===== src/rtl/stk_pkg.sv =====
package stk_pkg;
  typedef enum logic [2:0] {
    OP_NONE = 3'd0,
    OP_PUSH = 3'd1,
    OP_POP  = 3'd2,
    OP_CALL = 3'd3,
    OP_RET  = 3'd4,
    OP_INT  = 3'd5,
    OP_RTI  = 3'd6
  } stk_op_e;

  typedef enum logic {
    EXC_EMPTY   = 1'b0,
    EXC_BADADDR = 1'b1
  } exc_kind_e;

  localparam int SLOT_W = 3;
endpackage


===== src/rtl/stk_sp_calc.sv =====
module stk_sp_calc
  import stk_pkg::*;
#(
  parameter int ADDR_W = 20
) (
  input  logic [2:0]        op,
  input  logic [ADDR_W-1:0] sp_q,
  output logic              move,
  output logic [ADDR_W-1:0] sp_next,
  output logic [ADDR_W-1:0] stack_addr,
  output logic              empty_hit
);
  localparam logic [ADDR_W-1:0] SP_TOP = {ADDR_W{1'b1}};
  localparam logic [ADDR_W-1:0] ONE    = ADDR_W'(1);
  localparam logic [ADDR_W-1:0] TWO    = ADDR_W'(2);

  logic [ADDR_W-1:0] depth;
  stk_op_e           op_e;

  assign depth = SP_TOP - sp_q;
  assign op_e  = stk_op_e'(op);

  always_comb begin
    move       = 1'b0;
    sp_next    = sp_q;
    stack_addr = sp_q;
    empty_hit  = 1'b0;
    unique case (op_e)
      OP_PUSH: begin
        move    = 1'b1;
        sp_next = sp_q - ONE;
      end
      OP_POP: begin
        if (depth == '0) begin
          empty_hit = 1'b1;
        end else begin
          move       = 1'b1;
          sp_next    = sp_q + ONE;
          stack_addr = sp_q + ONE;
        end
      end
      OP_CALL, OP_INT: begin
        move    = 1'b1;
        sp_next = sp_q - TWO;
      end
      OP_RET, OP_RTI: begin
        if (depth < TWO) begin
          empty_hit = 1'b1;
        end else begin
          move       = 1'b1;
          sp_next    = sp_q + TWO;
          stack_addr = sp_q + TWO;
        end
      end
      default: ;
    endcase
  end
endmodule


===== src/rtl/stk_fault_chk.sv =====
module stk_fault_chk
  import stk_pkg::*;
#(
  parameter int          ADDR_W     = 20,
  parameter int unsigned ADDR_LIMIT = 32'h0000_FF00,
  parameter int unsigned SLOT_EMPTY = 2,
  parameter int unsigned SLOT_BAD   = 4
) (
  input  logic              empty_hit,
  input  logic              mem_en,
  input  logic [ADDR_W-1:0] addr,
  output logic              fault,
  output logic              kind,
  output logic [SLOT_W-1:0] slot
);
  localparam logic [ADDR_W-1:0] LIMIT = ADDR_W'(ADDR_LIMIT);

  logic bad_hit;
  assign bad_hit = mem_en && (addr > LIMIT);

  always_comb begin
    fault = 1'b0;
    kind  = EXC_EMPTY;
    slot  = '0;
    if (empty_hit) begin
      fault = 1'b1;
      kind  = EXC_EMPTY;
      slot  = SLOT_W'(SLOT_EMPTY);
    end else if (bad_hit) begin
      fault = 1'b1;
      kind  = EXC_BADADDR;
      slot  = SLOT_W'(SLOT_BAD);
    end
  end
endmodule


===== src/rtl/stk_exc_unit.sv =====
module stk_exc_unit
  import stk_pkg::*;
#(
  parameter int          ADDR_W     = 20,
  parameter int          PC_W       = 16,
  parameter int unsigned ADDR_LIMIT = 32'h0000_FF00,
  parameter int unsigned SLOT_EMPTY = 2,
  parameter int unsigned SLOT_BAD   = 4
) (
  input  logic              clk,
  input  logic              rst_n,
  input  logic              req_valid,
  output logic              req_ready,
  input  logic [2:0]        req_op,
  input  logic [PC_W-1:0]   req_pc,
  input  logic              req_mem_en,
  input  logic [ADDR_W-1:0] req_addr,
  output logic              rsp_valid,
  input  logic              rsp_ready,
  output logic [ADDR_W-1:0] rsp_stack_addr,
  output logic [ADDR_W-1:0] rsp_sp,
  output logic              rsp_exc,
  output logic              rsp_exc_kind,
  output logic [2:0]        rsp_vec_slot,
  output logic              exc_req,
  output logic [ADDR_W-1:0] sp_o,
  output logic [PC_W-1:0]   epc_o
);
  localparam logic [ADDR_W-1:0] SP_TOP = {ADDR_W{1'b1}};

  logic [ADDR_W-1:0] sp_q;
  logic [PC_W-1:0]   epc_q;
  logic              move;
  logic [ADDR_W-1:0] sp_next;
  logic [ADDR_W-1:0] stack_addr;
  logic              empty_hit;
  logic              fault;
  logic              kind;
  logic [SLOT_W-1:0] slot;
  logic              acc;

  stk_sp_calc #(.ADDR_W(ADDR_W)) u_calc (
    .op         (req_op),
    .sp_q       (sp_q),
    .move       (move),
    .sp_next    (sp_next),
    .stack_addr (stack_addr),
    .empty_hit  (empty_hit)
  );

  stk_fault_chk #(
    .ADDR_W     (ADDR_W),
    .ADDR_LIMIT (ADDR_LIMIT),
    .SLOT_EMPTY (SLOT_EMPTY),
    .SLOT_BAD   (SLOT_BAD)
  ) u_chk (
    .empty_hit (empty_hit),
    .mem_en    (req_mem_en),
    .addr      (req_addr),
    .fault     (fault),
    .kind      (kind),
    .slot      (slot)
  );

  assign req_ready = !rsp_valid || rsp_ready;
  assign acc       = req_valid && req_ready;

  // Pointer and exception program counter
  always_ff @(posedge clk) begin
    if (!rst_n) begin
      sp_q    <= SP_TOP;
      epc_q   <= '0;
      exc_req <= 1'b0;
    end else begin
      exc_req <= acc && fault;
      if (acc && fault) begin
        epc_q <= req_pc;
      end else if (acc && move) begin
        sp_q <= sp_next;
      end
    end
  end

  // Output register
  always_ff @(posedge clk) begin
    if (!rst_n) begin
      rsp_valid      <= 1'b0;
      rsp_stack_addr <= '0;
      rsp_sp         <= SP_TOP;
      rsp_exc        <= 1'b0;
      rsp_exc_kind   <= 1'b0;
      rsp_vec_slot   <= '0;
    end else if (acc) begin
      rsp_valid      <= 1'b1;
      rsp_stack_addr <= stack_addr;
      rsp_sp         <= (fault || !move) ? sp_q : sp_next;
      rsp_exc        <= fault;
      rsp_exc_kind   <= kind;
      rsp_vec_slot   <= slot;
    end else if (rsp_ready) begin
      rsp_valid <= 1'b0;
    end
  end

  assign sp_o  = sp_q;
  assign epc_o = epc_q;

  // no acceptance, no pointer movement
  p_hold_sp_r12: assert property (@(posedge clk) disable iff (!rst_n)
    !acc |=> $stable(sp_o));
  // a stalled result stays put
  p_stall_r12: assert property (@(posedge clk) disable iff (!rst_n)
    rsp_valid && !rsp_ready |=> rsp_valid && $stable(rsp_stack_addr) && $stable(rsp_exc));
  // empty pop never moves the pointer
  p_empty_pop_r6: assert property (@(posedge clk) disable iff (!rst_n)
    acc && req_op == 3'd2 && sp_o == SP_TOP |=> sp_o == SP_TOP && exc_req);
  // push lowers pointer by one
  p_push_r2: assert property (@(posedge clk) disable iff (!rst_n)
    acc && req_op == 3'd1 && !(req_mem_en && req_addr > ADDR_W'(ADDR_LIMIT))
    |=> sp_o == $past(sp_o) - ADDR_W'(1));
  // EPC moves only on a fault
  p_epc_r10: assert property (@(posedge clk) disable iff (!rst_n)
    !exc_req |-> epc_o == $past(epc_o) || $past(!rst_n));
  // pulse agrees with reported result
  p_pulse_r11: assert property (@(posedge clk) disable iff (!rst_n)
    exc_req |-> rsp_valid && rsp_exc);
  // slot agrees with kind
  p_slot_r9: assert property (@(posedge clk) disable iff (!rst_n)
    rsp_valid && rsp_exc |-> rsp_vec_slot == (rsp_exc_kind ? 3'(SLOT_BAD) : 3'(SLOT_EMPTY)));
endmodule


===== config.mk =====
export PLATFORM = sky130hd
export DESIGN_NAME = stk_exc_unit
export DESIGN_NICKNAME = d
export VERILOG_FILES = /design/src/rtl/stk_pkg.sv /design/src/rtl/stk_sp_calc.sv /design/src/rtl/stk_fault_chk.sv /design/src/rtl/stk_exc_unit.sv
export SDC_FILE = /design/constraint.sdc
export NUM_CORES = 1
export LEC_CHECK = 0
export BUFFER_PORTS_ARGS = -buffer_cell sky130_fd_sc_hd__buf_2
export CELL_PAD_IN_SITES_DETAIL_PLACEMENT = 1
export CELL_PAD_IN_SITES_GLOBAL_PLACEMENT = 1
export CORE_MARGIN = 8
export CORE_UTILIZATION = 38
export CTS_CLUSTER_SIZE = 20
export DETAILED_ROUTE_END_ITERATION = 10
export GPL_TIMING_DRIVEN = 0
export PLACE_DENSITY_LB_ADDON = 0.1
export REMOVE_ABC_BUFFERS = 1
export SLEW_MARGIN = 20
export SYNTH_ARGS = -nofsm -noshare
export SYNTH_HDL_FRONTEND = slang
export SYNTH_SLANG_ARGS = --single-unit

===== constraint.sdc =====
create_clock -name clk -period 2.9 [get_ports clk]
set_input_delay 0.435 -clock clk [delete_from_list [all_inputs] [get_ports clk]]
set_output_delay 0.435 -clock clk [all_outputs]
set_load 0.03 [all_outputs]

==> results_tabular.tex, run 1 <==
\begin{tabular}{lr}
\hline
Metric & Value \\
\hline
\multicolumn{2}{l}{\textbf{Run status}} \\
\quad Run status & finished clean \\
\multicolumn{2}{l}{\textbf{Timing}} \\
\quad Hold Fails Final Rpt & 0 \\
\quad Final min period & 2.77 ns \\
\quad Skew final & 0.0104 ns \\
\quad Setup slack of the critical path after layout & 0.127 ns \\
\quad Final sum of negative setup slack & 0 ns \\
\quad Rel. slew slack & 37.1\% \\
\quad Period Utilization, post-route & 95.6\% \\
\quad Setup-violating endpoint count in the final report & 0 \\
\quad Least-Margin Pin Slew & 0.943 ns \\
\quad Max-slew violation total from the final report & 0 \\
\quad FMAX & 361 MHz \\
\multicolumn{2}{l}{\textbf{CTS}} \\
\quad Level count of the clock H-tree & 3 \\
\quad TritonCTS Sinks & 81 \\
\quad Post-CTS Hold Buffers & 0 \\
\quad CTS tree & yes \\
\quad Clock tree root driver cell & sky130\_fd\_sc\_hd\_\_clkbuf\_16 \\
\quad Clock Pin Slew Worst Setup and Hold Paths & 0.07 ns \\
\quad Number of clock buffers inserted by TritonCTS & 9 \\
\quad Clock insertion delay at the later pin of the skew report & 0.35 ns \\
\quad Max Root-Sink Buffers & 2 \\
\multicolumn{2}{l}{\textbf{Finish}} \\
\quad Diodes inserted & 0 \\
\quad Area delta synth->final & 24.1\% \\
\quad FILL cells & 1643 \\
\quad Commonest cells after routing, fill and taps aside & 126 x sky130\_fd\_sc\_hd\_\_buf\_2, 100 x sky130\_fd\_sc\_hd\_\_nand2\_1, 78 x sky130\_fd\_sc\_hd\_\_a21oi\_1 \\
\quad Nets & 823 \\
\quad Combined area of the multi-input logic cells & 0.00315 mm² \\
\quad Fraction of final layout cells with drive strength greater than 1 & 27.6\% \\
\quad Most frequent standard cell in the layout excluding fill and tap cells & sky130\_fd\_sc\_hd\_\_buf\_2 \\
\quad Footprint of the flip-flops and latches & 0.00166 mm² \\
\multicolumn{2}{l}{\textbf{Floorplanning}} \\
\quad I/O pin count & 128 \\
\quad Floorplan row count & 41 \\
\quad Die Span X & 130 µm \\
\quad Height of the die & 130 µm \\
\quad Core Area & 0.0127 mm² \\
\quad Starting utilization of the core area & 39.2\% \\
\quad Die Area & 0.0170 mm² \\
\multicolumn{2}{l}{\textbf{GRT}} \\
\quad Number of antenna violations at the first check in global routing & 0 \\
\quad Overall routing resource usage & 24.9\% \\
\quad Final global-route overflow total & 0 \\
\quad First-pass GRT wire length & 32700 µm \\
\quad Number of global-route vias before repair & 5857 \\
\quad Maximum number of pins on one net before global-route repair & 39 \\
\multicolumn{2}{l}{\textbf{Synthesis}} \\
\quad Distinct cell type count after synthesis & 70 \\
\quad Post-synthesis sequential element count & 81 \\
\quad Cell taking the most area after synthesis & sky130\_fd\_sc\_hd\_\_dfxtp\_1 \\
\quad Syn Inst Count & 687 \\
\quad Dominant combinational cell family by area after synthesis & compound AO/OA/AOI/OAI gates \\
\quad Post-Synth Simple-Gate Area & 28.7\% \\
\quad Asr flop ratio synth & 0\% \\
\quad Mapped Area & 0.00497 mm² \\
\quad Adder-cell area share of the yosys netlist & 1.01\% \\
\quad Post-synthesis sequential area ratio & 32.6\% \\
\quad Post-synthesis compound-gate area fraction & 29.1\% \\
\quad Cell types occupying the most area after synthesis & sky130\_fd\_sc\_hd\_\_dfxtp\_1 33\%, sky130\_fd\_sc\_hd\_\_a21oi\_1 7.9\%, sky130\_fd\_sc\_hd\_\_nand2\_1 7.6\% \\
\quad EDFF count, synth & 0 \\
\quad Dominant synthesized flop cell & sky130\_fd\_sc\_hd\_\_dfxtp\_1 \\
\quad Post-Syn Area per Cell & 7.23 µm² \\
\quad Total number of yosys warnings & 0 \\
\quad Share of the synthesized netlist area taken by xor and xnor gates & 1.59\% \\
\quad Multiplexer area fraction after synthesis & 1.01\% \\
\quad Share of the synthesized area in the top cell type & 32.6\% \\
\multicolumn{2}{l}{\textbf{Worst setup path}} \\
\quad Critical path capture point type & register \\
\quad Required time of the worst setup path & 3.13 ns \\
\quad Register-to-Register Path Depth & 7 \\
\quad RR Startpoint & sp\_o[4] \\
\quad CP arrival & 3.00 ns \\
\quad Critical path startpoint category & register \\
\quad Critical-path maximum fanout & 15 \\
\quad Worst setup path startpoint & sp\_o[4] \\
\quad Critical Setup Path Class & reg2reg \\
\multicolumn{2}{l}{\textbf{Placement}} \\
\quad Final HPWL from detailed placement & 15600 µm \\
\quad Port Buf Inserts & 126 \\
\quad DP Worst Slack & -0.976 ns \\
\quad Global placer's final weighted congestion & 0.895 \\
\multicolumn{2}{l}{\textbf{Pwr}} \\
\quad Design Power & 3.93 mW \\
\quad Worst IR drop on VDD & 346 µV \\
\quad Power per unit of standard cell area & 637 mW/mm² \\
\quad Cell leakage power & 2.58 nW \\
\multicolumn{2}{l}{\textbf{Drt}} \\
\quad Residual antenna-violating net count after detailed routing & 0 \\
\quad Number of remaining DRC errors & 0 \\
\quad Vias & 5845 \\
\quad Detail-routed net length per standard cell & 22.6 µm \\
\quad Detailed Route Iter0 Violations & 392 \\
\quad Final Routed Wirelength & 21500 µm \\
\quad Initial DRT Pass Iterations & 5 \\
\quad Vias per cell & 6.14 \\
\multicolumn{2}{l}{\textbf{Min path}} \\
\quad Hold Path Cell Cnt & 3 \\
\quad Hold path startpoint & req\_pc[2] \\
\quad Hold Crit Class & in2reg \\
\multicolumn{2}{l}{\textbf{Flow run}} \\
\quad Maxcap violations & 0 \\
\hline
\end{tabular}
[logic make-up after synthesis]
logic type,Yosys count
AND/OR/NAND/NOR,285
AO/OA/AOI/OAI,231
flip-flops,81
buffers and inverters,71
XOR/XNOR,9
multiplexers,5
adder cells (fa/ha/maj),4
other,1
[critical path, cell delays in order (launching register included)]
cell and delay [ns]:
sky130_fd_sc_hd__dfxtp_2 0.54, sky130_fd_sc_hd__nand4_2 0.27, sky130_fd_sc_hd__or4_4 0.64, sky130_fd_sc_hd__o21ai_2 0.24, sky130_fd_sc_hd__a21boi_4 0.38, sky130_fd_sc_hd__or3_1 0.19, sky130_fd_sc_hd__a31oi_1 0.08, sky130_fd_sc_hd__or3_1 0.32
[through the flow]
stage	hold slack (ns)	cells	util [%]	instance area, µm²
2_1_floorplan	0.497	626	-	4710
3_3_place_gp	0.438	924	43.8	5560
3_5_place_dp	0.447	929	44.8	5680
4_1_cts	0.315	948	48.0	6080
5_1_grt	0.328	952	48.7	6170
6_report	0.322	952	48.7	6170
[layout make-up]
type	instances	area share, %
clock inverters	6	1.18
inverters	10	0.609
multi-input cells	535	51.1
flip-flops and latches	81	26.9
well taps	172	3.49
clock buffers	10	3.88
repair buffers	138	12.9
[Yosys cell counts (5+ instances only)]
library cell               instances
sky130_fd_sc_hd__a21o_1           14
sky130_fd_sc_hd__nand2_1         101
sky130_fd_sc_hd__dfxtp_1          81
sky130_fd_sc_hd__a211oi_1          9
sky130_fd_sc_hd__clkbuf_1         44
sky130_fd_sc_hd__o21ai_0          51
sky130_fd_sc_hd__buf_2            11
sky130_fd_sc_hd__mux2i_1           5
sky130_fd_sc_hd__or4_1             6
sky130_fd_sc_hd__nand3_1          41
sky130_fd_sc_hd__and3_1            6
sky130_fd_sc_hd__nor4_1            9
sky130_fd_sc_hd__a21oi_1          78
sky130_fd_sc_hd__xnor2_1           5
sky130_fd_sc_hd__nor3_1           29
sky130_fd_sc_hd__a211o_1           5
sky130_fd_sc_hd__inv_1            10
sky130_fd_sc_hd__a31oi_1          13
sky130_fd_sc_hd__o211ai_1          5
sky130_fd_sc_hd__nor2_1           43
sky130_fd_sc_hd__o22ai_1          12
sky130_fd_sc_hd__or3_1             7
sky130_fd_sc_hd__nand4_1          10
[metal layers]
| metal | part of all wire [%] | track usage [%] |
|---|---|---|
| met4 | 2.1 | 8.58 |
| met5 | 0 | 0 |
| met2 | 48 | 41.8 |
| met1 | 43 | 31.4 |
| met3 | 6.2 | 4.57 |
[repair_timing]
item	CTS	global route
buffers inserted	3	4
setup endpoints to repair	68	27
pin swaps	2	2
gates resized for setup	27	16
[worst paths after layout]
kind / to / slack, ns
max: sp_o[15] / 0.13
min: epc_o[2] / 0.32
max reg2reg: sp_o[15] / 0.13
min reg2reg: rsp_stack_addr[1] / 0.45
[power by group]
group          internal [mW]  switching, mW  total [mW]  leakage, nW
logic                  0.436          0.897        1.33         1.76
clock network          0.702          0.512        1.21        0.150
registers               1.22          0.160        1.38        0.663
[flip-flops by register name, summed over array words and instances, names as in the netlist]
register and count:
rsp_sp 20, rsp_stack_addr 20, sp_o 20, epc_o 16
rsp_vec_slot 2, exc_req 1, rsp_exc 1, rsp_valid 1
(Power assumes the default switching activity.)
==> inputs of run 2 (changes only) <==
Settings changed: BUFFER_PORTS_ARGS -buffer_cell sky130_fd_sc_hd__buf_2 to not set, CORE_UTILIZATION 38 to 45, DONT_BUFFER_PORTS set to 1.
==> results_tabular.tex, run 2 (synthesized netlist as in run 1, its figures left out) <==
\begin{tabular}{lr}
\hline
Metric & Value \\
\hline
\multicolumn{2}{l}{\textbf{CTS}} \\
\quad Clock Pin Slew Worst Setup and Hold Paths & 0.10 ns (was 0.07 ns) \\
\quad TritonCTS Sinks & 81 (unchanged) \\
\quad CTS tree & yes (unchanged) \\
\quad Clock insertion delay at the later pin of the skew report & 0.37 ns (was 0.35 ns) \\
\quad Level count of the clock H-tree & 3 (unchanged) \\
\quad Max Root-Sink Buffers & 2 (unchanged) \\
\quad Clock tree root driver cell & sky130\_fd\_sc\_hd\_\_clkbuf\_8 (was sky130\_fd\_sc\_hd\_\_clkbuf\_16) \\
\quad Number of clock buffers inserted by TritonCTS & 9 (unchanged) \\
\multicolumn{2}{l}{\textbf{Placement}} \\
\quad Final HPWL from detailed placement & 14300 µm (was 15600 µm) \\
\quad Port Buf Inserts & 0 (was 126) \\
\quad Global placer's final weighted congestion & 0.882 (was 0.895) \\
\quad Area of placed instances & 0.00498 mm² (was 0.00568 mm²) \\
\multicolumn{2}{l}{\textbf{Floorplanning}} \\
\quad Core Area & 0.0108 mm² (was 0.0127 mm²) \\
\quad Die Span X & 121 µm (was 130 µm) \\
\quad Starting utilization of the core area & 46.0\% (was 39.2\%) \\
\quad I/O pin count & 128 (unchanged) \\
\quad Height of the die & 121 µm (was 130 µm) \\
\quad Die Area & 0.0147 mm² (was 0.0170 mm²) \\
\quad Floorplan row count & 38 (was 41) \\
\multicolumn{2}{l}{\textbf{Drt}} \\
\quad Vias per cell & 6.84 (was 6.14) \\
\quad Final Routed Wirelength & 20600 µm (was 21500 µm) \\
\quad Number of remaining DRC errors & 0 (unchanged) \\
\quad Initial DRT Pass Iterations & 5 (unchanged) \\
\quad Detail-routed net length per standard cell & 25.8 µm (was 22.6 µm) \\
\quad Vias & 5455 (was 5845) \\
\quad Residual antenna-violating net count after detailed routing & 0 (unchanged) \\
\quad Detailed Route Iter0 Violations & 407 (was 392) \\
\multicolumn{2}{l}{\textbf{Timing}} \\
\quad Max-slew violation total from the final report & 0 (unchanged) \\
\quad Least-Margin Pin Slew & 0.995 ns (was 0.943 ns) \\
\quad Worst Hold Slack & 0.133 ns (was 0.322 ns) \\
\quad Hold Fails Final Rpt & 0 (unchanged) \\
\quad Final min period & 2.82 ns (was 2.77 ns) \\
\quad FMAX & 354 MHz (was 361 MHz) \\
\quad Period Utilization, post-route & 97.4\% (was 95.6\%) \\
\quad Skew final & 0.0128 ns (was 0.0104 ns) \\
\quad Setup-violating endpoint count in the final report & 0 (unchanged) \\
\quad Rel. slew slack & 33.6\% (was 37.1\%) \\
\multicolumn{2}{l}{\textbf{Pwr}} \\
\quad Logic pwr share & 28.0\% (was 34.0\%) \\
\quad Design Power & 3.50 mW (was 3.93 mW) \\
\quad Clock network fraction of total power & 26.2\% (was 30.9\%) \\
\quad Cell leakage power & 2.06 nW (was 2.58 nW) \\
\quad Sequential share of power & 45.8\% (was 35.1\%) \\
\quad Switching power of the nets & 1.51 mW (was 1.57 mW) \\
\quad Internal power & 1.98 mW (was 2.36 mW) \\
\quad Worst IR drop on VDD & 306 µV (was 346 µV) \\
\quad Switching part of the total & 43.2\% (was 40.0\%) \\
\quad Power per unit of standard cell area & 644 mW/mm² (was 637 mW/mm²) \\
\multicolumn{2}{l}{\textbf{Finish}} \\
\quad Footprint of the flip-flops and latches & 0.00169 mm² (was 0.00166 mm²) \\
\quad Area delta synth->final & 9.27\% (was 24.1\%) \\
\quad FILL cells & 1336 (was 1643) \\
\quad Diodes inserted & 0 (unchanged) \\
\quad Most frequent standard cell in the layout excluding fill and tap cells & sky130\_fd\_sc\_hd\_\_nand2\_1 (was sky130\_fd\_sc\_hd\_\_buf\_2) \\
\quad Post-layout instance area & 0.00543 mm² (was 0.00617 mm²) \\
\quad Fraction of final layout cells with drive strength greater than 1 & 14.0\% (was 27.6\%) \\
\quad Commonest cells after routing, fill and taps aside & 100 x sky130\_fd\_sc\_hd\_\_nand2\_1, 77 x sky130\_fd\_sc\_hd\_\_a21oi\_1, 61 x sky130\_fd\_sc\_hd\_\_dfxtp\_1 (was 126 x sky130\_fd\_sc\_hd\_\_buf\_2, 100 x sky130\_fd\_sc\_hd\_\_nand2\_1, 78 x sky130\_fd\_sc\_hd\_\_a21oi\_1) \\
\quad Nets & 701 (was 823) \\
\quad Combined area of the multi-input logic cells & 0.00314 mm² (was 0.00315 mm²) \\
\multicolumn{2}{l}{\textbf{GRT}} \\
\quad Overall routing resource usage & 27.3\% (was 24.9\%) \\
\quad Number of global-route vias before repair & 5461 (was 5857) \\
\quad First-pass GRT wire length & 31300 µm (was 32700 µm) \\
\quad Number of antenna violations at the first check in global routing & 0 (unchanged) \\
\quad Final global-route overflow total & 0 (unchanged) \\
\quad Maximum number of pins on one net before global-route repair & 43 (was 39) \\
\multicolumn{2}{l}{\textbf{Worst setup path}} \\
\quad Critical path cell sequence & inv\_2, ha\_2, or4b\_2, nor3\_4, buf\_4, nand2\_1, o21ai\_0, o32ai\_2, a21oi\_1, o21ai\_0 (was nand4\_2, or4\_4, o21ai\_2, a21boi\_4, or3\_1, a31oi\_1, or3\_1) \\
\quad RR Startpoint & sp\_o[1] (was sp\_o[4]) \\
\quad Required time of the worst setup path & 3.16 ns (was 3.13 ns) \\
\quad CP arrival & 3.08 ns (was 3.00 ns) \\
\quad Worst path slowest cell & sky130\_fd\_sc\_hd\_\_or4b\_2 (was sky130\_fd\_sc\_hd\_\_or4\_4) \\
\quad Critical path capture point type & register (unchanged) \\
\quad Delay contributed by the slowest stage of the critical path & 0.67 ns (was 0.64 ns) \\
\quad Buf/Inv on CP & 2 (was 0) \\
\quad Worst path top cell family by delay & simple AND/OR/NAND/NOR gates (unchanged) \\
\quad Critical-path maximum fanout & 11 (was 15) \\
\quad Critical Setup Path Class & reg2reg (unchanged) \\
\quad Worst setup path startpoint & sp\_o[1] (was sp\_o[4]) \\
\quad Critical path's most frequent cell & sky130\_fd\_sc\_hd\_\_o21ai\_0 (was sky130\_fd\_sc\_hd\_\_or3\_1) \\
\quad Critical path startpoint category & register (unchanged) \\
\multicolumn{2}{l}{\textbf{Flow run}} \\
\quad Maxcap violations & 0 (unchanged) \\
\multicolumn{2}{l}{\textbf{Min path}} \\
\quad Hold path startpoint & rst\_n (was req\_pc[2]) \\
\quad Hold Crit Class & in2reg (unchanged) \\
\multicolumn{2}{l}{\textbf{Run status}} \\
\quad Run status & finished clean (unchanged) \\
\hline
\end{tabular}
-- run 2: cell types whose count changed in the layout (fill, tap and decap cells not counted), moves of 4 or more --
cell	delta
sky130_fd_sc_hd__nor3_2	-4
sky130_fd_sc_hd__clkbuf_16	-9
sky130_fd_sc_hd__buf_4	+5
sky130_fd_sc_hd__dfxtp_2	-13
sky130_fd_sc_hd__dfxtp_4	+14
sky130_fd_sc_hd__buf_2	-126
sky130_fd_sc_hd__clkbuf_8	+8
-- run 2: through the flow --
step                utilization (%)  worst slack [ns]  cells  setup TNS (ns)
detailed placement             46.1             -1.16    770          -51.02
global route                   50.3          -0.00492    798        -0.00709
global placement               45.3             -1.29    766          -56.44
floorplan                         -            0.0284    626               0
finish                         50.3            0.0760    798               0
CTS                            49.2           0.00121    790               0
-- run 2: layer usage --
metal  global-route usage, %  vias to the layer above  wire length (µm)
met4                    12.3                        0               550
met3                    7.77                       46              1700
li1                        -                     2462                 -
met2                    44.5                      229              9860
met5                       0                        -                 0
met1                    32.6                     2718              8440
-- run 2: power groups by stage --
stage	clock, mW	sequential (mW)	combinational, mW
2_1_floorplan	0	1.55	0.632
3_3_place_gp	0	1.61	0.845
3_5_place_dp	0	1.62	0.887
4_1_cts	0.915	1.60	0.918
5_1_grt	0.981	1.62	1.06
6_report	0.915	1.60	0.978
-- run 2: worst register-to-register path, stage by stage, from the launching register on --
cell and delay, ns:
sky130_fd_sc_hd__dfxtp_4 0.43, sky130_fd_sc_hd__inv_2 0.13, sky130_fd_sc_hd__ha_2 0.25, sky130_fd_sc_hd__or4b_2 0.67, sky130_fd_sc_hd__nor3_4 0.31, sky130_fd_sc_hd__buf_4 0.19
sky130_fd_sc_hd__nand2_1 0.10, sky130_fd_sc_hd__o21ai_0 0.24, sky130_fd_sc_hd__o32ai_2 0.12, sky130_fd_sc_hd__a21oi_1 0.16, sky130_fd_sc_hd__o21ai_0 0.12
-- run 2: worst paths after layout --
| path | to | slack (ns) | depth (start not counted) |
|---|---|---|---|
| max | sp_o[11] | 0.08 | 10 |
| min | sp_o[6] | 0.13 | 1 |
| max reg2reg | sp_o[11] | 0.08 | 10 |
| min reg2reg | rsp_stack_addr[1] | 0.61 | 2 |
-- run 2: area by class of cell --
cell class / count / area share (%)
Sequential cell: 81 / 31.2
Clock inverter: 7 / 1.59
Inverter: 10 / 0.692
Multi-Input combinational cell: 535 / 57.8
Clock buffer: 9 / 2.28
Timing Repair Buffer: 16 / 3.16
Tap cell: 140 / 3.23
-- run 2: timing repair --
| action | 4_1_cts | 5_1_grt |
|---|---|---|
| hold buffers | 0 | 0 |
| gates cloned | 0 | 0 |
| resized for setup | 38 | 18 |
| pin swaps | 3 | 3 |
| setup buffers | 4 | 8 |
| endpoints found under the setup margin | 75 | 21 |
==> inputs of run 3 (changes only) <==
Settings changed: ABC_AREA set to 1, CORE_UTILIZATION 45 to 44.
==> results_tabular.tex, run 3 <==
\begin{tabular}{lr}
\hline
Metric & Value \\
\hline
\multicolumn{2}{l}{\textbf{Drt}} \\
\quad Number of remaining DRC errors & 0 (unchanged) \\
\quad Final Routed Wirelength & 22500 µm (was 20600 µm) \\
\quad Initial DRT Pass Iterations & 5 (unchanged) \\
\quad Vias per cell & 5.99 (was 6.84) \\
\quad Detail-routed net length per standard cell & 22.7 µm (was 25.8 µm) \\
\quad Residual antenna-violating net count after detailed routing & 0 (unchanged) \\
\quad Detailed Route Iter0 Violations & 499 (was 407) \\
\quad Vias & 5935 (was 5455) \\
\multicolumn{2}{l}{\textbf{Synthesis}} \\
\quad Leading cell type by number of instances after synthesis & sky130\_fd\_sc\_hd\_\_nand2\_1 (unchanged) \\
\quad Post-synthesis sequential element count & 81 (unchanged) \\
\quad Distinct cell type count after synthesis & 39 (was 70) \\
\quad Syn Inst Count & 871 (was 687) \\
\quad Post-Syn Area per Cell & 6.17 µm² (was 7.23 µm²) \\
\quad Cell types occupying the most area after synthesis & sky130\_fd\_sc\_hd\_\_dfxtp\_1 30\%, sky130\_fd\_sc\_hd\_\_nand2\_1 15\%, sky130\_fd\_sc\_hd\_\_nand3\_1 9.7\% (was sky130\_fd\_sc\_hd\_\_dfxtp\_1 33\%, sky130\_fd\_sc\_hd\_\_a21oi\_1 7.9\%, sky130\_fd\_sc\_hd\_\_nand2\_1 7.6\%) \\
\quad Mapped Area & 0.00537 mm² (was 0.00497 mm²) \\
\quad EDFF count, synth & 0 (unchanged) \\
\quad Dominant synthesized flop cell & sky130\_fd\_sc\_hd\_\_dfxtp\_1 (unchanged) \\
\quad Commonest cells post-synth & 218 x sky130\_fd\_sc\_hd\_\_nand2\_1, 125 x sky130\_fd\_sc\_hd\_\_nor2\_1, 104 x sky130\_fd\_sc\_hd\_\_nand3\_1 (was 101 x sky130\_fd\_sc\_hd\_\_nand2\_1, 81 x sky130\_fd\_sc\_hd\_\_dfxtp\_1, 78 x sky130\_fd\_sc\_hd\_\_a21oi\_1) \\
\quad Cell taking the most area after synthesis & sky130\_fd\_sc\_hd\_\_dfxtp\_1 (unchanged) \\
\quad Post-synthesis sequential area ratio & 30.2\% (was 32.6\%) \\
\quad Total number of yosys warnings & 0 (unchanged) \\
\quad Share of the synthesized area in the top cell type & 30.2\% (was 32.6\%) \\
\quad Asr flop ratio synth & 0\% (unchanged) \\
\multicolumn{2}{l}{\textbf{Finish}} \\
\quad Fraction of final layout cells with drive strength greater than 1 & 6.75\% (was 14.0\%) \\
\quad Nets & 888 (was 701) \\
\quad Commonest cells after routing, fill and taps aside & 217 x sky130\_fd\_sc\_hd\_\_nand2\_1, 123 x sky130\_fd\_sc\_hd\_\_nor2\_1, 104 x sky130\_fd\_sc\_hd\_\_nand3\_1 (was 100 x sky130\_fd\_sc\_hd\_\_nand2\_1, 77 x sky130\_fd\_sc\_hd\_\_a21oi\_1, 61 x sky130\_fd\_sc\_hd\_\_dfxtp\_1) \\
\quad Diodes inserted & 0 (unchanged) \\
\quad Most frequent standard cell in the layout excluding fill and tap cells & sky130\_fd\_sc\_hd\_\_nand2\_1 (unchanged) \\
\quad Area delta synth->final & 6.94\% (was 9.27\%) \\
\quad Post-layout instance area & 0.00575 mm² (was 0.00543 mm²) \\
\quad FILL cells & 1635 (was 1336) \\
\multicolumn{2}{l}{\textbf{Timing}} \\
\quad Setup-violating endpoint count in the final report & 0 (unchanged) \\
\quad Rel. slew slack & 46.2\% (was 33.6\%) \\
\quad Skew final & 0.0104 ns (was 0.0128 ns) \\
\quad Final min period & 2.75 ns (was 2.82 ns) \\
\quad Hold Fails Final Rpt & 0 (unchanged) \\
\quad Max-slew violation total from the final report & 0 (unchanged) \\
\quad FMAX & 363 MHz (was 354 MHz) \\
\quad Final sum of negative setup slack & 0 ns (unchanged) \\
\quad Setup slack of the critical path after layout & 0.146 ns (was 0.0760 ns) \\
\quad Period Utilization, post-route & 95.0\% (was 97.4\%) \\
\quad RSZ-0062 raised after global routing & no \\
\quad Least-Margin Pin Slew & 0.806 ns (was 0.995 ns) \\
\multicolumn{2}{l}{\textbf{Floorplanning}} \\
\quad Die Span X & 127 µm (was 121 µm) \\
\quad Starting utilization of the core area & 44.9\% (was 46.0\%) \\
\quad I/O pin count & 128 (unchanged) \\
\quad Die Area & 0.0160 mm² (was 0.0147 mm²) \\
\quad Core Area & 0.0120 mm² (was 0.0108 mm²) \\
\quad Floorplan row count & 40 (was 38) \\
\quad Height of the die & 127 µm (was 121 µm) \\
\multicolumn{2}{l}{\textbf{Run status}} \\
\quad Run status & finished clean (unchanged) \\
\multicolumn{2}{l}{\textbf{Worst setup path}} \\
\quad Register-to-Register Path Depth & 10 (unchanged) \\
\quad Worst reg2reg path endpoint & rsp\_sp[13] (was sp\_o[11]) \\
\quad Required time of the worst setup path & 3.19 ns (was 3.16 ns) \\
\quad Critical path's most frequent cell & sky130\_fd\_sc\_hd\_\_nand2\_1 (was sky130\_fd\_sc\_hd\_\_o21ai\_0) \\
\quad CP arrival & 3.05 ns (was 3.08 ns) \\
\quad Critical-path maximum fanout & 14 (was 11) \\
\quad Worst path slowest cell & sky130\_fd\_sc\_hd\_\_dfxtp\_1 (was sky130\_fd\_sc\_hd\_\_or4b\_2) \\
\quad Critical path capture point type & register (unchanged) \\
\quad RR Startpoint & sp\_o[9] (was sp\_o[1]) \\
\quad Worst path top cell family by delay & simple AND/OR/NAND/NOR gates (unchanged) \\
\quad Critical Setup Path Class & reg2reg (unchanged) \\
\quad Register-to-register path setup slack & 0.15 ns (was 0.08 ns) \\
\quad Critical path cell sequence & nand2\_1, nor2\_2, nand2\_2, nor2\_4, nand3\_4, nand4\_4, nand2\_4, clkinv\_2, nand2\_1, nand3\_1 (was inv\_2, ha\_2, or4b\_2, nor3\_4, buf\_4, nand2\_1, o21ai\_0, o32ai\_2, a21oi\_1, o21ai\_0) \\
\quad Critical path startpoint category & register (unchanged) \\
\quad Termination of the worst setup path & rsp\_sp[13] (was sp\_o[11]) \\
\quad Delay contributed by the slowest stage of the critical path & 0.85 ns (was 0.67 ns) \\
\quad Number of gates on the worst path with buffers counted & 10 (unchanged) \\
\quad Worst setup path startpoint & sp\_o[9] (was sp\_o[1]) \\
\quad Buf/Inv on CP & 1 (was 2) \\
\multicolumn{2}{l}{\textbf{Placement}} \\
\quad Port Buf Inserts & 0 (unchanged) \\
\quad Final HPWL from detailed placement & 16200 µm (was 14300 µm) \\
\quad DP Worst Slack & -0.275 ns (was -1.16 ns) \\
\quad Global placer's final weighted congestion & 0.925 (was 0.882) \\
\quad Area of placed instances & 0.00538 mm² (was 0.00498 mm²) \\
\multicolumn{2}{l}{\textbf{CTS}} \\
\quad Number of clock buffers inserted by TritonCTS & 9 (unchanged) \\
\quad CTS tree & yes (unchanged) \\
\quad Clock Pin Slew Worst Setup and Hold Paths & 0.07 ns (was 0.10 ns) \\
\quad Level count of the clock H-tree & 3 (unchanged) \\
\quad Max Root-Sink Buffers & 2 (unchanged) \\
\quad TritonCTS Sinks & 81 (unchanged) \\
\quad Clock tree root driver cell & sky130\_fd\_sc\_hd\_\_clkbuf\_16 (was sky130\_fd\_sc\_hd\_\_clkbuf\_8) \\
\quad Buffers inserted by post-CTS timing repair & 0 (was 4) \\
\quad Clock insertion delay at the later pin of the skew report & 0.36 ns (was 0.37 ns) \\
\multicolumn{2}{l}{\textbf{Min path}} \\
\quad Hold Crit Class & in2reg (unchanged) \\
\multicolumn{2}{l}{\textbf{GRT}} \\
\quad Number of global-route vias before repair & 6176 (was 5461) \\
\quad Maximum number of pins on one net before global-route repair & 50 (was 43) \\
\quad First-pass GRT wire length & 34900 µm (was 31300 µm) \\
\quad Final global-route overflow total & 0 (unchanged) \\
\quad Number of antenna violations at the first check in global routing & 0 (unchanged) \\
\quad Overall routing resource usage & 28.0\% (was 27.3\%) \\
\multicolumn{2}{l}{\textbf{Pwr}} \\
\quad Cell leakage power & 2.76 nW (was 2.06 nW) \\
\quad Worst IR drop on VDD & 360 µV (was 306 µV) \\
\quad Power per unit of standard cell area & 665 mW/mm² (was 644 mW/mm²) \\
\multicolumn{2}{l}{\textbf{Flow run}} \\
\quad Maxcap violations & 0 (unchanged) \\
\hline
\end{tabular}
-- run 3: changes by cell type in the layout (fill, tap and decap cells not counted), sizes merged, moves of 20 or more --
cell / before / now
a21oi: 80 / 53
inv: 14 / 82
nand2: 101 / 225
nand3: 41 / 107
nor2: 43 / 133
nor3: 30 / 4
o211ai: 5 / 25
-- run 3: per-stage QoR --
| stage | instances | utilization (%) | hold WS, ns | power, mW |
|---|---|---|---|---|
| floorplan | 824 | - | 0.519 | 2.18 |
| global placement | 971 | 44.3 | 0.526 | 2.43 |
| detailed placement | 975 | 44.9 | 0.532 | 2.48 |
| CTS | 991 | 47.9 | 0.162 | 3.83 |
| global route | 991 | 48.0 | 0.169 | 4.00 |
| finish | 991 | 48.0 | 0.170 | 3.82 |
-- run 3: cell type report --
| class | count | area, µm² | area share (%) |
|---|---|---|---|
| clock buffers | 9 | 225 | 3.92 |
| clock inverters | 6 | 115 | 2.00 |
| inverters | 83 | 319 | 5.55 |
| multi-input cells | 661 | 3210 | 55.8 |
| flip-flops and latches | 81 | 1630 | 28.4 |
| well taps | 147 | 184 | 3.20 |
| repair buffers | 4 | 61.3 | 1.07 |
-- run 3: routing by layer --
layer,GRT usage [%],wire [µm]
met1,33.5,9310
met2,48.0,11000
met3,6.37,1600
met4,10.2,558
met5,0,0
-- run 3: where the power goes --
group / internal (mW) / total (mW) / leakage, nW / switching, mW
clock network: 0.841 / 1.34 / 0.162 / 0.498
registers: 1.21 / 1.55 / 0.669 / 0.333
logic: 0.288 / 0.938 / 1.93 / 0.650
-- run 3: timing repair --
action / 4_1_cts / 5_1_grt
resized for setup: 3 / 7
pin swaps: 1 / 0
cloned: 1 / 0
endpoints found under the setup margin: 59 / 50
hold buffers: 0 / 0
-- run 3: worst min path at each step --
| stage | startpoint | slack [ns] | end | cells past startpoint |
|---|---|---|---|---|
| detailed placement | rst_n | 0.53 | sp_o[17] | 1 |
| floorplan | rst_n | 0.52 | sp_o[17] | 1 |
| global route | rst_n | 0.17 | sp_o[1] | 1 |
| finish | rst_n | 0.17 | sp_o[11] | 1 |
| global placement | rst_n | 0.53 | sp_o[9] | 1 |
| CTS | rst_n | 0.16 | sp_o[17] | 1 |
-- run 3: kinds of logic after synthesis --
kind of cell / synth area share [%]
buffers and inverters: 10.7
adder cells (fa/ha/maj): 0.932
other: 0.0698
AND/OR/NAND/NOR: 39.8
AO/OA/AOI/OAI: 15.7
flip-flops: 30.2
XOR/XNOR: 2.61
